`src/rtl/irq_presenter.sv`:
```
module irq_presenter #(
  parameter int SRC_W    = 24,
  parameter int PRI_W    = 8,
  parameter int IPI_CODE = 2
) (
  input  logic                   clk,
  input  logic                   rst_n,
  input  logic                   cmd_valid,
  input  logic [1:0]             cmd_op,
  input  logic [PRI_W+SRC_W-1:0] cmd_data,
  output logic                   cmd_done,
  output logic [PRI_W+SRC_W-1:0] cmd_result,
  input  logic                   dlv_valid,
  input  logic [SRC_W-1:0]       dlv_src,
  input  logic [PRI_W-1:0]       dlv_pri,
  output logic                   dlv_ready,
  output logic                   dlv_done,
  output logic                   dlv_ok,
  output logic                   irq_out,
  output logic                   redeliver_valid,
  output logic [SRC_W-1:0]       redeliver_src,
  output logic                   resend_req,
  output logic                   eoi_valid,
  output logic [SRC_W-1:0]       eoi_src
);
  localparam int WORD_W = PRI_W + SRC_W;
  localparam logic [SRC_W-1:0] IPI = SRC_W'(IPI_CODE);
  localparam logic [1:0] OP_ACCEPT = 2'd0, OP_THRESH = 2'd1, OP_MSG = 2'd2, OP_EOI = 2'd3;

  logic [PRI_W-1:0] cppr_q, mfrr_q, ppri_q;
  logic [SRC_W-1:0] xisr_q;
  logic             nr_q;

  logic [PRI_W-1:0] cppr_n, mfrr_n, ppri_n;
  logic [SRC_W-1:0] xisr_n, rej;
  logic             nr_n, rs, ok, ev;

  wire [PRI_W-1:0] new_pri = cmd_data[WORD_W-1 -: PRI_W];
  wire [PRI_W-1:0] msg_pri = cmd_data[PRI_W-1:0];
  wire [SRC_W-1:0] cmd_src = cmd_data[SRC_W-1:0];
  wire             dlv_go  = dlv_valid && !cmd_valid;
  wire             lower   = cmd_valid && ((cmd_op == OP_THRESH && new_pri > cppr_q) || cmd_op == OP_EOI);
  wire             raise   = cmd_valid && cmd_op == OP_THRESH && new_pri < cppr_q;

  assign dlv_ready = !cmd_valid;
  assign irq_out   = (xisr_q != '0) && (ppri_q < cppr_q);

  always_comb begin
    cppr_n = cppr_q;
    mfrr_n = mfrr_q;
    ppri_n = ppri_q;
    xisr_n = xisr_q;
    nr_n   = nr_q;
    rej    = '0;
    rs     = 1'b0;
    ok     = 1'b0;
    ev     = 1'b0;
    if (cmd_valid && cmd_op == OP_ACCEPT) begin
      if (xisr_q != '0) begin
        cppr_n = ppri_q;
        ppri_n = '1;
        xisr_n = '0;
      end
    end else if (lower) begin
      cppr_n = new_pri;
      if (mfrr_q < new_pri && mfrr_q <= ppri_q) begin
        rej    = xisr_q;
        xisr_n = IPI;
        ppri_n = mfrr_q;
      end
      rs   = nr_q;
      nr_n = 1'b0;
      ev   = (cmd_op == OP_EOI) && (cmd_src != IPI);
    end else if (raise) begin
      cppr_n = new_pri;
      if (new_pri <= ppri_q) begin
        rej    = xisr_q;
        xisr_n = '0;
        ppri_n = '1;
      end
    end else if (cmd_valid && cmd_op == OP_MSG) begin
      mfrr_n = msg_pri;
      if (msg_pri < cppr_q && msg_pri <= ppri_q) begin
        rej    = xisr_q;
        xisr_n = IPI;
        ppri_n = msg_pri;
      end
      if (msg_pri > mfrr_q) begin
        rs   = nr_q;
        nr_n = 1'b0;
      end
    end else if (dlv_go) begin
      if (cppr_q > dlv_pri && mfrr_q > dlv_pri && ppri_q > dlv_pri) begin
        ok     = 1'b1;
        rej    = xisr_q;
        xisr_n = dlv_src;
        ppri_n = dlv_pri;
      end else begin
        nr_n = 1'b1;
      end
    end
  end

  always_ff @(posedge clk) begin
    if (!rst_n) begin
      cppr_q          <= '0;
      mfrr_q          <= '1;
      ppri_q          <= '1;
      xisr_q          <= '0;
      nr_q            <= 1'b0;
      cmd_done        <= 1'b0;
      cmd_result      <= '0;
      dlv_done        <= 1'b0;
      dlv_ok          <= 1'b0;
      redeliver_valid <= 1'b0;
      redeliver_src   <= '0;
      resend_req      <= 1'b0;
      eoi_valid       <= 1'b0;
      eoi_src         <= '0;
    end else begin
      cppr_q          <= cppr_n;
      mfrr_q          <= mfrr_n;
      ppri_q          <= ppri_n;
      xisr_q          <= xisr_n;
      nr_q            <= nr_n;
      cmd_done        <= cmd_valid;
      dlv_done        <= dlv_go;
      dlv_ok          <= ok;
      redeliver_valid <= (rej != '0) && (rej != IPI);
      redeliver_src   <= rej;
      resend_req      <= rs;
      eoi_valid       <= ev;
      eoi_src         <= cmd_src;
      if (cmd_valid && cmd_op == OP_ACCEPT)
        cmd_result <= {cppr_q, xisr_q};
    end
  end
endmodule


```
`config.mk`:
```
export PLATFORM = sky130hd
export DESIGN_NAME = irq_presenter
export DESIGN_NICKNAME = d
export VERILOG_FILES = /design/src/rtl/irq_presenter.sv
export SDC_FILE = /design/constraint.sdc
export NUM_CORES = 1
export LEC_CHECK = 0
export BUFFER_PORTS_ARGS = -buffer_cell sky130_fd_sc_hd__buf_2
export CELL_PAD_IN_SITES_DETAIL_PLACEMENT = 1
export CELL_PAD_IN_SITES_GLOBAL_PLACEMENT = 1
export CORE_MARGIN = 3
export CORE_UTILIZATION = 40
export DETAILED_ROUTE_END_ITERATION = 6
export PLACE_DENSITY = 0.91
export SKIP_LAST_GASP = 1
export SYNTH_ARGS = -nofsm -noshare
export SYNTH_HDL_FRONTEND = slang
export SYNTH_SLANG_ARGS = --single-unit
```
`constraint.sdc`:
```
create_clock -name clk -period 3.55 [get_ports clk]
set_clock_uncertainty 0.05 [all_clocks]
set_input_delay 0.355 -clock clk [delete_from_list [all_inputs] [get_ports clk]]
set_output_delay 0.355 -clock clk [all_outputs]
set_load 0.01 [all_outputs]
```
==> results.toml <==
[outcome]
outcome = "complete, no violations"

[synth]
synth_top_family_by_area = "simple AND/OR/NAND/NOR gates"
synth.avg_cell_area_um2 = 8.77
ys_types = 44
synth-seq-cells = 135
synth_area_leader_cell = "dfxtp_1"
netlist_area_um2 = 6930
ys_seq_area_share_pct = 39.0
synth-edff-count = 0
async_flop_share_pct = 0
synthCells = 791
ys.flop_type = "dfxtp_1"
synthTopCellsByArea = "dfxtp_1 (39%), ha_1 (15%), nand2_1 (8.2%)"
yosys_warnings = 0
yosys.area.top_type_share_pct = 39.0
synth_xor_area_share_pct = 0
synth_nets = 946
synthSimpleGateAreaFrac_pct = 21.1
synth_compound_gate_area_share_pct = 14.8
synthAdderAreaFrac_pct = 15.3
synth_mux_area_share_pct = 4.62

[clocking]
clk_latency_ns = 0.43
cts_setup_buffers = 0
clock_path_buffers = 2
cts_resized = 0
cts_tree = "yes"
cts_buffers = 17
ctsHoldBuffers = 0
cts.sinks = 135
clkTransAtPathRegs_ns = 0.06
htree_levels = 4
cts_root_buf = "clkbuf_16"

[routing]
routed_wl_mm = 23.9
vias = 6535
drc = 0
viasPerCell = 5.54
drt_iter0_drc = 400
post_drt_wl_per_cell_um = 20.2
ant_nets = 0
dr.pass1.iters = 4

[pwr]
p_per_area_nw_per_um2 = 495
p_leak_nw = 4.21
finalPower_w = 0.00422
vdd_ir_drop_max_mv = 0.358

[worst_setup_path]
worstSetupPathType = "flip-flop to output port"
crit_path_end_kind = "output port"
r2r.worst_path.cells = 10
critical_path_arrival_ns = 2.71
crit_required_ns = 3.14
cp-start-kind = "flip-flop"
critPathMaxFanout = 4

[global_routing]
grt_max_degree = 65
antenna_found_initial = 3
grtUsageTotal_pct = 25.3
grt_pass1_wl_mm = 36.9
overflow = 0
grt_pass1_vias = 6854

[sta]
finalHoldViolCount = 0
post-route-period-util_pct = 87.7
worst_pin_slew_ns = 1.18
finalCriticalPeriod_ns = 3.11
slew_headroom_pct = 20.7
rsz0062_at_grt = "no"
layout_setup_ws_ns = 0.438
tns_ns = 0
timing.fmax_ghz = 0.321
setup_viol = 0
finalMaxSlewViolations = 0
whs_ns = 0.103

[placement]
dp.cells = 1145
gp_congestion = 0.900
hpwl_mm = 16.9
pre_cts_slack_ns = 0.699
portBuffers = 157

[min_path]
hold_depth = 2
min_path_type = "input port to flip-flop"

[final_layout]
final_common_cell = "buf_2"
drive_gt1_share_pct = 21.6
area_growth_pct = 23.0
fillerInstances = 2004
final_cells = 1179
finalNetCount = 1099
layout_common_cells = "buf_2 (157), nand2_1 (151), dfxtp_1 (135)"

[floorplanning]
initial_core_util_pct = 41.4
dieHeight_um = 138
rows = 47
fp.dieW_um = 138
io_pins = 158
core_um2 = 16800
dieArea_um2 = 19000

[run]
cap_violations = 0
-- kinds of logic after synthesis --
family                     count (synthesis)
adders and majority gates                 85
buffers and inverters                     81
DFF                                      135
and+or+nand+nor                          308
AOI/OAI and AO/OA                        150
muxes                                     32
-- path summary, 6_finish.rpt --
| path | from | endpoint | slack [ns] |
|---|---|---|---|
| worst max register to register | cppr_q[7] | xisr_q[13] | 0.59 |
| worst min-delay path | cmd_data[20] | eoi_src[20] | 0.10 |
| worst min register to register | cmd_result[0] | cmd_result[0] | 0.41 |
| worst max-delay path | cppr_q[1] | irq_out | 0.44 |
-- power breakdown --
part / leakage (nW) / switching [W] / internal (W)
clock: 0.302 / 0.000793 / 0.00107
combinational: 2.81 / 0.000425 / 0.000291
sequential: 1.10 / 0.0000624 / 0.00158
total: 4.21 / 0.00128 / 0.00294
-- sequential cells by signal, indices dropped and copies added, names as in the netlist, 8 cells and up --
name           cells
cmd_result        32
eoi_src           24
xisr_q            24
mfrr_q             8
ppri_q             8
cppr_q             8
redeliver_src     24
-- per-layer routing --
metal | track usage [%] | vias up | wire length [µm]
met5 | 0 | - | 13
met4 | 12.4 | 2 | 916
met3 | 6.28 | 73 | 1450
met2 | 43.0 | 233 | 11700
met1 | 29.7 | 3192 | 9780
li1 | - | 3035 | -
-- Yosys cell counts (2+ instances only) --
cell and count:
dfxtp_1 135, nand2_1 152, o21ai_1 4, o31ai_1 3, a21oi_1 31, ha_1 85
a31oi_1 8, buf_12 3, mux2i_1 32, a21o_1 9, and3_1 2, o21ai_0 17
nor2b_1 21, nor4_1 9, clkbuf_1 30, inv_1 47, nand3_1 5, nand4_1 14
nand2b_1 4, o21a_1 3, o21bai_1 2, o211ai_1 22, and2_1 50, a21boi_0 33
nor2_1 36, o211a_1 9, and4_1 2, nor3_1 7
-- critical path, cell delays in order (launching register included) --
cell and delay [ns]:
dfxtp_1 0.38, inv_1 0.11, ha_1 0.30, a21o_1 0.17, a21o_1 0.19, a21oi_1 0.16
nor2b_1 0.07, o21ai_0 0.29, a21oi_1 0.12, nor3_1 0.28, buf_2 0.20
-- stage by stage --
stage	utilization [%]	cell area, µm²
after detailed placement	47.2	7910
after global placement	47.2	7910
after floorplan	-	6930
after CTS	50.9	8520
after global routing	50.9	8530
final	50.9	8530
-- cell type report --
cell class | instances | area, µm² | area share (%)
Inverter | 47 | 176 | 2.07
Antenna cell | 2 | 5.00 | 0.0587
Clock inverter | 15 | 185 | 2.17
Multi-Input combinational cell | 575 | 3880 | 45.5
Sequential cell | 135 | 2700 | 31.7
Timing Repair Buffer | 168 | 881 | 10.3
Tap cell | 220 | 275 | 3.23
Clock buffer | 17 | 425 | 4.99
Power figures use the tool's default switching activity.
